[src/rtl/mcm_pkg.sv]
// Shared definitions for the odd-multiple constant multiplier bank.
// Assumes an 8-bit sample split into two 4-bit halves.
package mcm_pkg;
    localparam int IN_W    = 8;
    localparam int HALF_W  = IN_W / 2;
    localparam int ODD_N   = 1 << (HALF_W - 1);
    localparam int ADDR_W  = HALF_W - 1;
    localparam int SHIFT_W = $clog2(HALF_W);

    // Lookup control for one nibble: table index, shift count, clear flag.
    typedef struct packed {
        logic               zero;
        logic [SHIFT_W-1:0] sh;
        logic [ADDR_W-1:0]  addr;
    } nib_ctl_t;
endpackage

[src/rtl/oms_encoder.sv]
// Nibble encoder: strips trailing zeros from a nibble to find its odd part.
// The odd part's index selects the stored odd multiple, and the number of
// stripped zeros is the left shift that restores the nibble's value.
// Assumes a nibble of zero is flagged so the recombiner clears it.
module oms_encoder
    import mcm_pkg::*;
(
    input  logic [HALF_W-1:0] nib_i,
    output nib_ctl_t          ctl_o
);
    logic [HALF_W-1:0]  odd;
    logic [SHIFT_W-1:0] sh;

    // Count trailing zeros and derive the odd index.
    always_comb begin
        odd = nib_i;
        sh  = '0;
        for (int i = 0; i < HALF_W - 1; i++) begin
            if (!odd[0] && (nib_i != '0)) begin
                odd = odd >> 1;
                sh  = sh + 1'b1;
            end
        end
        ctl_o.zero = (nib_i == '0);
        ctl_o.sh   = sh;
        ctl_o.addr = odd[HALF_W-1:1];
    end
endmodule

[src/rtl/oms_table.sv]
// Segmented dual-port odd-multiple table. Word w holds, for every
// coefficient k, the value COEF_k * (2w+1) in segment k of width CW+HALF_W.
// Both ports read the same contents; reads are registered.
// Assumes coefficients are unsigned and packed CW bits each in COEFS.
module oms_table
    import mcm_pkg::*;
#(
    parameter int               N     = 5,
    parameter int               CW    = 8,
    parameter logic [N*CW-1:0]  COEFS = '0,
    localparam int              SW    = CW + HALF_W
) (
    input  logic              clk,
    input  logic              rst_n,
    input  logic [ADDR_W-1:0] addr_a_i,
    input  logic [ADDR_W-1:0] addr_b_i,
    output logic [N*SW-1:0]   word_a_o,
    output logic [N*SW-1:0]   word_b_o
);
    logic [N*SW-1:0] rom [ODD_N];

    // Constant contents: odd multiples of each coefficient, segment by segment.
    always_comb begin
        for (int w = 0; w < ODD_N; w++) begin
            for (int k = 0; k < N; k++) begin
                rom[w][k*SW +: SW] = SW'(COEFS[k*CW +: CW] * SW'(2 * w + 1));
            end
        end
    end

    // Registered read on both ports.
    always_ff @(posedge clk) begin
        if (!rst_n) begin
            word_a_o <= '0;
            word_b_o <= '0;
        end else begin
            word_a_o <= rom[addr_a_i];
            word_b_o <= rom[addr_b_i];
        end
    end
endmodule

[src/rtl/oms_recombine.sv]
// Per-coefficient recombiner: shifts each half's odd multiple back to its
// nibble value, clears a zero nibble, and adds the high half weighted by 16.
// Output is registered. Assumes controls arrive aligned with the segments.
module oms_recombine
    import mcm_pkg::*;
#(
    parameter int  CW = 8,
    localparam int SW = CW + HALF_W,
    localparam int PW = CW + IN_W
) (
    input  logic          clk,
    input  logic          rst_n,
    input  logic [SW-1:0] seg_lo_i,
    input  logic [SW-1:0] seg_hi_i,
    input  nib_ctl_t      ctl_lo_i,
    input  nib_ctl_t      ctl_hi_i,
    output logic [PW-1:0] prod_o
);
    logic [PW-1:0] part_lo;
    logic [PW-1:0] part_hi;

    // Restore each half's partial product from its odd multiple.
    always_comb begin
        part_lo = ctl_lo_i.zero ? '0 : (PW'(seg_lo_i) << ctl_lo_i.sh);
        part_hi = ctl_hi_i.zero ? '0 : (PW'(seg_hi_i) << ctl_hi_i.sh);
    end

    // Register the weighted sum.
    always_ff @(posedge clk) begin
        if (!rst_n) prod_o <= '0;
        else        prod_o <= part_lo + (part_hi << HALF_W);
    end
endmodule

[src/rtl/mcm_oms_bank.sv]
// Constant multiplier bank: one sample times N fixed coefficients.
// One encoder per nibble serves every coefficient; a single segmented table
// is read on two ports (low nibble on A, high nibble on B). Latency: two
// cycles from x_i to prod_o, one sample per cycle.
module mcm_oms_bank
    import mcm_pkg::*;
#(
    parameter int              N     = 5,
    parameter int              CW    = 8,
    parameter logic [N*CW-1:0] COEFS = {8'd187, 8'd125, 8'd45, 8'd23, 8'd11},
    localparam int             SW    = CW + HALF_W,
    localparam int             PW    = CW + IN_W
) (
    input  logic              clk,
    input  logic              rst_n,
    input  logic [IN_W-1:0]   x_i,
    output logic [N*PW-1:0]   prod_o
);
    nib_ctl_t        ctl_lo, ctl_hi;
    nib_ctl_t        ctl_lo_q, ctl_hi_q;
    logic [N*SW-1:0] word_lo, word_hi;

    oms_encoder u_enc_lo (.nib_i(x_i[HALF_W-1:0]),    .ctl_o(ctl_lo));
    oms_encoder u_enc_hi (.nib_i(x_i[IN_W-1:HALF_W]), .ctl_o(ctl_hi));

    oms_table #(.N(N), .CW(CW), .COEFS(COEFS)) u_table (
        .clk      (clk),
        .rst_n    (rst_n),
        .addr_a_i (ctl_lo.addr),
        .addr_b_i (ctl_hi.addr),
        .word_a_o (word_lo),
        .word_b_o (word_hi)
    );

    // Carry shift and clear controls alongside the table read.
    always_ff @(posedge clk) begin
        if (!rst_n) begin
            ctl_lo_q <= '0;
            ctl_hi_q <= '0;
        end else begin
            ctl_lo_q <= ctl_lo;
            ctl_hi_q <= ctl_hi;
        end
    end

    for (genvar k = 0; k < N; k++) begin : g_coef
        oms_recombine #(.CW(CW)) u_rec (
            .clk      (clk),
            .rst_n    (rst_n),
            .seg_lo_i (word_lo[k*SW +: SW]),
            .seg_hi_i (word_hi[k*SW +: SW]),
            .ctl_lo_i (ctl_lo_q),
            .ctl_hi_i (ctl_hi_q),
            .prod_o   (prod_o[k*PW +: PW])
        );
    end
endmodule

[config.mk]
export PLATFORM = sky130hd
export DESIGN_NAME = mcm_oms_bank
export DESIGN_NICKNAME = d
export VERILOG_FILES = /design/src/rtl/mcm_pkg.sv /design/src/rtl/oms_encoder.sv /design/src/rtl/oms_table.sv /design/src/rtl/oms_recombine.sv /design/src/rtl/mcm_oms_bank.sv
export SDC_FILE = /design/constraint.sdc
export NUM_CORES = 1
export LEC_CHECK = 0
export ABC_AREA = 1
export BUFFER_PORTS_ARGS = -buffer_cell sky130_fd_sc_hd__buf_2
export CELL_PAD_IN_SITES_DETAIL_PLACEMENT = 1
export CELL_PAD_IN_SITES_GLOBAL_PLACEMENT = 1
export CORE_ASPECT_RATIO = 1.5
export CORE_MARGIN = 4
export CORE_UTILIZATION = 43
export CTS_CLUSTER_DIAMETER = 30
export CTS_CLUSTER_SIZE = 25
export DETAILED_ROUTE_END_ITERATION = 8
export GPL_ROUTABILITY_DRIVEN = 0
export HOLD_SLACK_MARGIN = 0.05
export MAX_ROUTING_LAYER = met4
export PLACE_DENSITY_LB_ADDON = 0.1
export REMOVE_ABC_BUFFERS = 1
export SLEW_MARGIN = 40
export SYNTH_ARGS = -nofsm -noshare
export SYNTH_HDL_FRONTEND = slang
export SYNTH_SLANG_ARGS = --single-unit
export TNS_END_PERCENT = 1
[constraint.sdc]
create_clock -name clk -period 3.8 [get_ports clk]
set_input_delay 0.19 -clock clk [delete_from_list [all_inputs] [get_ports clk]]
set_output_delay 0.19 -clock clk [all_outputs]
set_load 0.05 [all_outputs]
# --- Word-level counts from Yosys, hierarchy flattened ---
# Memory sizes are Yosys's and may differ from the RTL's. A register that Yosys moved wholly into a read port is not among the register bits.
# Cells that the tools add are included.
classes:
  n_bitwise: 2
  reduce_logical: 18
  mux: 22
  add_sub_neg: 9
  n_shift: 10
ops:
  columns: ["operator", "n"]
  rows:
  - ["adder 16 bit", 5]
  - ["two-way mux 16 bit", 5]
  - ["left shift 12 x 2 -> 16 bit", 5]
  - ["two-way mux 12 bit", 5]
  - ["left shift 12 x 2 -> 12 bit", 5]
  - ["two-way mux 4 bit", 6]
  - ["adder 2 x 1 -> 2 bit (second input constant)", 4]
  - ["zero test 1 bit", 8]
  - ["zero test 4 bit", 2]
  - ["two-way mux 2 bit", 4]
  - ["NOT 3 -> 4 bit", 2]
  - ["nonzero test 4 bit", 2]
  - ["logical AND 1 bit", 6]
  - ["two-way mux 1 bit", 2]
totals:
  out_inout_bits: 80
  romBits: 960
  elab_cells: 72
  mem_count: 2
  in_bits: 10
  regBits: 86
mem_list:
  columns: ["name", "depth", "width", "read_ports", "rd_clocked_by_memory_dff", "write_ports", "line_no", "source"]
  rows:
  - ["(name not given)", 8, 60, 1, 1, 0, "oms_table.sv:37", "word_a_o <= rom[addr_a_i];"]
  - ["(name not given)", 8, 60, 1, 1, 0, "oms_table.sv:38", "word_b_o <= rom[addr_b_i];"]

# --- Longest topological paths before layout ---
# Gate-level depths: netlist of run 1.
logic_depth:
  word_depth: 10
  depth_mapped: 18
  ltp_nobuf: 17

# --- Cells and area by module ---
# A second synthesis of run 1 with hierarchy kept.
hier_totals:
  cells_unflattened: 1486
  hier_area_um2: 10078.4
modules_own_cells:
  columns: ["module", "instances", "area_each_um2", "seq_area_each_um2", "cells_each"]
  rows:
  - ["oms_recombine at g_coef[3].u_rec ...", 2, 1483.9, 320.3, 232]
  - ["oms_table", 1, 2152.1, 940.9, 242]
  - ["oms_recombine at g_coef[1].u_rec", 1, 1497.7, 320.3, 238]
  - ["oms_recombine at g_coef[0].u_rec", 1, 1485.2, 320.3, 235]
  - ["oms_recombine at g_coef[2].u_rec", 1, 1475.2, 320.3, 234]
  - ["mcm_oms_bank", 1, 341.6, 240.2, 37]
  - ["oms_encoder at u_enc_lo", 1, 81.3, 0.0, 18]
  - ["oms_encoder at u_enc_hi", 1, 77.6, 0.0, 18]

# --- Worst setup path before layout of run 1 ---
# No wires, ideal clock.
synth_path:
  kind: "register to register"
  start: "register ctl_hi_q[5] (netlist name)"
  end: "register g_coef[4].u_rec.prod_o[10]"
  setup_ns: 0.113
  arrival_ns: 2.710
  required_ns: 3.687
  slack_ns: 0.977
  path_buffers: 2
  stages_incl_launch_ff: 15
  period_less_slack_ns: 2.823
  path_cell_list: "dfxtp_1 > nor2_4 > inv_1 > buf_2 > buf_2 > nor3_1 > ha_1 > inv_1 > fa_1 > o31ai_2 > nand3_1 > nand2_1 > nand2_1 > nand2_1 > nor2_1"
synth_between:
  elab_chain_cells: 2
synth_lines:
  columns: ["item", "line_no", "source"]
  rows:
  - ["start: declaration", "mcm_oms_bank.sv:20", "nib_ctl_t ctl_lo_q, ctl_hi_q;"]
  - ["start signal: assignment", "mcm_oms_bank.sv:42", "ctl_hi_q <= ctl_hi;"]
  - ["two-way mux 12 bit", "oms_recombine.sv:25", "part_hi = ctl_hi_i.zero ? '0 : (PW'(seg_hi_i) << ctl_hi_i.sh);"]
  - ["adder 16 bit", "oms_recombine.sv:31", "else prod_o <= part_lo + (part_hi << HALF_W);"]
  - ["end signal: assignment", "oms_recombine.sv:31", null]
  - ["end: declaration", "oms_recombine.sv:17", "output logic [PW-1:0] prod_o"]
# No other way between the ends.
# A chain may end at the register's enable or synchronous reset.

# --- Worst setup path in the final report of run 1 ---
layout_path:
  start: "register ctl_lo_q[3] (netlist name)"
  end: "register g_coef[4].u_rec.prod_o[10]"
layout_between:
  elab_chain_cells: 3
layout_lines:
  columns: ["item", "line_no", "source"]
  rows:
  - ["start: declaration", "mcm_oms_bank.sv:20", null]
  - ["start signal: assignment", "mcm_oms_bank.sv:41", "ctl_lo_q <= ctl_lo;"]
  - ["left shift 12 x 2 -> 16 bit", "oms_recombine.sv:24", "part_lo = ctl_lo_i.zero ? '0 : (PW'(seg_lo_i) << ctl_lo_i.sh);"]
  - ["two-way mux 16 bit", "oms_recombine.sv:24", null]
  - ["adder 16 bit", "oms_recombine.sv:31", null]
# No other way between the ends.

==> impl_metrics.toml, run 1 <==
[critical_path]
crit_path_start_kind = "flop"
crit_path_max_fanout = 16
crit_required_ns = 4.12
critical_path_class = "reg2reg"
cp-end-kind = "flop"
cp.arrival_ns = 3.38

[yosys]
ys_seq_area_share_pct = 34.0
synth_cell_types = 51
ys_ff_latch = 122
yosysWarnings = 0
synth_edf_count = 0
mappedNetlistArea_um2 = 7170
avgSynthCellArea_um2 = 7.21
async_reset_ff_share_pct = 0
synth_cells = 995
synth_top_flop_cell = "dfxtp_1"

[timing]
whs_ns = 0.0635
setup_viol = 0
tightestPinTransition_ns = 0.776
slew_headroom_pct = 48.2
fin_skew_ns = 0.00758
fin_crit_ns = 3.06
fin_setup_tns_ns = 0
slew_viol_final = 0
max_freq_mhz = 327
timing.final.ws_setup_ns = 0.744
timing.final.crit_share_pct = 80.4
hold_viol = 0
rsz0062_at_grt = "false"

[floorplan]
fp.dieH_um = 166
fp-row-count = 57
core_area_um2 = 16300
die_area_um2 = 18900
start_util_pct = 44.1
dieWidth_um = 113
io_pins = 90

[run_status]
status = "complete, no violations"

[drt]
wl_per_cell_um = 17.5
drc_errors = 0
dr_total_vias = 6954
finalWirelength_um = 22500
dr.pass1.iters = 4
vias_per_cell = 5.40
detail_route.iter0.violations = 247
antenna_left = 0

[grt]
use_met1_pct = 25.4
antenna_found_initial = 0
grt-ovfl-total = 0
grt_use_met3_pct = 4.45
grt_max_degree = 63
top_usage_layer = "met2"
grt_pass1_wl_um = 37100
grt_pass1_vias = 7403
use_met2_pct = 47.0
track_usage_pct = 25.5

[clock_network]
ctsResizeCount = 0
clock_sinks = 122
root_buffer = "clkbuf_16"
cts_setup_buffers = 0
clkLatencyLatePin_ns = 0.43
clk_pin_slew_ns = 0.06
htreeDepth = 4
numCtsBuffers = 17
cts_tree = "yes"
hold_buffers = 2
clk_path_buf_depth = 2

[layout]
syn_to_final_growth_pct = 16.0
layout.cells.non_filler = 1288
diodes = 0
drive_gt1_share_pct = 14.7
utilization_pct = 51.2
nets = 1146

[hold_path]
min_path_type = "in2reg"

[power]
ir_drop_uv = 259
p_leak_nw = 4.13
p_per_area_nw_per_um2 = 503

[placement]
dpl.cell_count = 1255
dp_hpwl_um = 17300
dp_slack_ns = 0.799
port_buffers = 89

[flow_run]
maxCapViolCount = 0
area by class of cell:
class | instances | area (um^2)
clock buffers | 18 | 439
clock inverters | 13 | 169
fillers | 2125 | 7940
inverters | 112 | 423
multi-input cells | 719 | 4070
flip-flops and latches | 122 | 2440
well taps | 206 | 258
repair buffers | 98 | 518
sequential cells by signal, indices dropped and copies added (netlist names):
register	count
ctl_hi_q	3
u_table.word_b_o	23
ctl_lo_q	3
u_table.word_a_o	24
g_coef.u_rec.prod_o	69
cells in the mapped netlist (all sizes together), types with 2 or more instances:
library cell,number,share of area [%]
a21o,3,0.31
clkbuf,10,0.52
buf,32,2.8
dfxtp,122,34
o21a,2,0.21
o21bai,8,0.84
mux2i,11,1.5
nor3,10,0.70
inv,111,5.8
o31ai,3,0.38
a21oi,115,8.1
nand2,191,10
o22ai,39,3.5
a31oi,2,0.17
o21ai,88,6.5
ha,61,11
fa,5,1.4
nor2,106,5.9
or2,14,1.2
a21boi,6,0.63
nand4,5,0.44
nand3,40,2.8
power by group:
| part | total, mW | internal, mW | leakage (nW) | switching, mW |
|---|---|---|---|---|
| clock network | 1.69 | 1.05 | 0.285 | 0.641 |
| logic | 1.05 | 0.275 | 2.84 | 0.771 |
| registers | 1.45 | 1.39 | 1.01 | 0.0522 |
| total | 4.18 | 2.72 | 4.13 | 1.46 |
cell usage in the layout, fill, tap and decap left out, types with 6 or more instances in the layout:
master     instances
o21bai_1           8
o21ai_1            7
o22ai_1           38
nor3_1            10
clkbuf_16         17
inv_1            107
ha_1              61
o21ai_0           77
nand3_1           40
nand2_1          182
nor2_1           103
nand2_2            8
dfxtp_1          122
buf_2             89
or2_2              8
mux2i_1           11
a21oi_1          113
buf_4              7
a21boi_0           6
cells by family (layout without fill, tap and decap cells):
family                   Yosys count  count (layout)  synth area share (%)
AND/OR/NAND/NOR                  369             369                  21.7
flip-flops                       122             122                  34.0
AO/OA/AOI/OAI                    271             271                  21.2
XOR/XNOR                           2               2                 0.244
multiplexers                      11              11                  1.53
adder cells (fa/ha/maj)           66              66                  12.0
buffers and inverters            154             241                  9.23
layer usage:
metal | share of wire, % | vias to the layer above
met5 | 0 | -
li1 | - | 3467
met1 | 38 | 3277
met3 | 3.4 | 69
met2 | 54 | 141
met4 | 4.4 | 0
metrics by stage:
| step | instance area (um^2) | total power, mW |
|---|---|---|
| after floorplan | 6940 | 2.22 |
| after CTS | 8320 | 4.22 |
| after detailed placement | 7690 | 2.51 |
| final | 8320 | 4.18 |
| after global routing | 8320 | 4.39 |
| after global placement | 7690 | 2.50 |
worst max-delay path: stages (launching register included):
cell and delay, ns:
dfxtp_1 0.44, inv_1 0.41, a21oi_1 0.16, or2_2 0.31
o21ai_0 0.08, ha_1 0.27, inv_1 0.10, fa_1 0.43
o31ai_2 0.38, nand3_1 0.11, nand2_1 0.10, nand2_1 0.05
nand2_1 0.05, nor2_1 0.04
path summary, 6_finish.rpt:
kind,from,end,slack [ns],cells after the start
hold reg to reg,ctl_lo_q[4],g_coef[1].u_rec.prod_o[3],0.56,3
setup / recovery,ctl_lo_q[3],g_coef[4].u_rec.prod_o[10],0.74,13
hold / removal,x_i[2],ctl_lo_q[5],0.06,4
setup reg to reg,ctl_lo_q[3],g_coef[4].u_rec.prod_o[10],0.74,13
(Power assumes the default switching activity.)
==> inputs of run 2 (changes only) <==
Settings changed: CORE_UTILIZATION 43 to 38.
Clock period 3.8 ns to 2.5 ns, I/O delays scaled along.
==> impl_metrics.toml, run 2 (synthesized netlist as in run 1, its figures left out) <==
[timing]
slew_viol_final = 0
rsz0062_at_grt = "true"
tightestPinTransition_ns = 0.641
fin_skew_ns = 0.0151
slew_headroom_pct = 57.2
fin_crit_ns = 2.43
setup_viol = 0
timing.final.crit_share_pct = 97.1
whs_ns = 0.0563
max_freq_mhz = 412
hold_viol = 0

[grt]
grt_max_degree = 63
use_met2_pct = 47.5
top_usage_layer = "met2"
grt_use_met3_pct = 3.30
antenna_found_initial = 0
track_usage_pct = 24.9
use_met1_pct = 24.7
grt_pass1_wl_um = 40400
grt_pass1_vias = 8099
grt-ovfl-total = 0

[clock_network]
numCtsBuffers = 17
cts_tree = "yes"
clock_sinks = 122
htreeDepth = 4
clk_pin_slew_ns = 0.06
clk_path_buf_depth = 2
clkLatencyLatePin_ns = 0.44
root_buffer = "clkbuf_16"

[drt]
vias_per_cell = 5.16
dr_total_vias = 7624
antenna_left = 0
dr.pass1.iters = 4
drc_errors = 0
wl_per_cell_um = 17.0
detail_route.iter0.violations = 293
finalWirelength_um = 25100

[placement]
dp_hpwl_um = 19200
port_buffers = 89
place_area_um2 = 8690
dpl.cell_count = 1426

[critical_path]
cp_slowest_stage_delay_ns = 0.39
crit_path_start_kind = "flop"
crit_chain = "nor2_4 -> inv_1 -> nor3_1 -> buf_4 -> ha_2 -> inv_1 -> fa_1 -> inv_1 -> nand2_1 -> nand3_2 -> nand2_1 -> o21bai_1 -> nand2_1 -> nand2_1 -> nor2_1"
crit_top_cell = "nand2_1"
cp.arrival_ns = 2.76
cp-end-kind = "flop"
cp_top_family = "simple AND/OR/NAND/NOR gates"
critPathBufInv = 4
cpMaxStageDelayCell = "fa_1"
crit_path_max_fanout = 3
crit_required_ns = 2.83
critical_path_class = "reg2reg"

[layout]
largest_register = "g_coef.u_rec.prod_o"
layout.cells.most_common_list = "nand2_1 (180), buf_4 (139), dfxtp_1 (118)"
multiInputGateArea_um2 = 4360
fillers = 2420
largest_reg_flops = 69
final_common_cell = "nand2_1"
diodes = 0
nets = 1289
drive_gt1_share_pct = 29.7
final_cell_area_um2 = 9800
layout.cells.non_filler = 1478
top_regs = "g_coef.u_rec.prod_o: 69 flops, u_table.word_a_o: 24 flops, u_table.word_b_o: 23 flops"
utilization_pct = 52.8
ff_latch_area_um2 = 2450
syn_to_final_growth_pct = 36.6

[floorplan]
core_area_um2 = 18500
io_pins = 90
start_util_pct = 38.7
dieWidth_um = 120
fp.dieH_um = 176
fp-row-count = 61
die_area_um2 = 21200

[power]
switchingPower_mw = 2.38
clkPwrFrac_pct = 38.4
ir_drop_uv = 447
pwr-share-comb_pct = 29.2
pwr-share-seq_pct = 32.3
p_per_area_nw_per_um2 = 695
power.internal_mw = 4.44
sw_frac_of_total_pct = 34.9
p_leak_nw = 4.90

[flow_run]
maxCapViolCount = 0

[hold_path]
min_path_type = "in2reg"

[run_status]
status = "complete, no violations"
## run 2: cell types whose count changed in the layout (fill, tap and decap cells not counted), sizes merged
cell / delta
buf: +134
clkinvlp: -1
dlygate4sd3: +9
clkinv: +1
clkbuf: +1
## run 2: final timing paths
kind	slack [ns]	end	startpoint	cells after the start
worst max-delay path	0.07	g_coef[2].u_rec.prod_o[12]	ctl_hi_q[4]	15
worst min-delay path	0.06	u_table.word_a_o[49]	x_i[0]	3
worst max register to register	0.07	g_coef[2].u_rec.prod_o[12]	ctl_hi_q[4]	15
worst min register to register	0.51	g_coef[3].u_rec.prod_o[0]	ctl_lo_q[3]	1
## run 2: stage by stage
step | total power, mW | setup slack (ns) | TNS, ns
2_1_floorplan | 3.37 | -0.351 | -6.99
3_3_place_gp | 4.06 | -0.0564 | -0.232
3_5_place_dp | 4.08 | -0.131 | -1.30
4_1_cts | 6.75 | -0.0205 | -0.0327
5_1_grt | 7.14 | -0.0901 | -0.745
6_report | 6.81 | 0.0726 | 0
## run 2: what timing repair did
| action | 4_1_cts | 5_1_grt |
|---|---|---|
| setup buffers | 1 | 8 |
| pin swaps | 3 | 20 |
| hold buffers | 11 | 0 |
| endpoints found under the setup margin | 27 | 46 |
| gates cloned | 0 | 0 |
| gates resized for setup | 19 | 82 |
| hold endpoints to repair | 6 | 0 |
## run 2: cell type report
type	instances	area share, %
inverter	112	4.37
sequential	122	25.0
multi-input combinational	719	44.5
tap	252	3.22
timing repair buffer	241	16.5
clock inverter	13	1.70
clock buffer	19	4.62
## run 2: power groups by stage
stage | combinational (mW) | sequential (mW) | clock [mW]
floorplan | 0.719 | 2.66 | 0
global placement | 1.82 | 2.23 | 0
detailed placement | 1.84 | 2.24 | 0
CTS | 1.89 | 2.20 | 2.66
global route | 2.17 | 2.22 | 2.75
finish | 1.99 | 2.20 | 2.62
## run 2: routing by layer
layer  wire length (um)  share of wire (%)
met1               9360                 37
met2              14100                 56
met3                647                2.6
met4               1000                4.0
met5                  0                  0
## run 2: tightest hold or removal path, delay by kind of cell
| family | cells | cell delay [ns] |
|---|---|---|
| simple gates | 1 | 0.08 |
| buf+inv | 1 | 0.12 |
| compound gates | 1 | 0.13 |
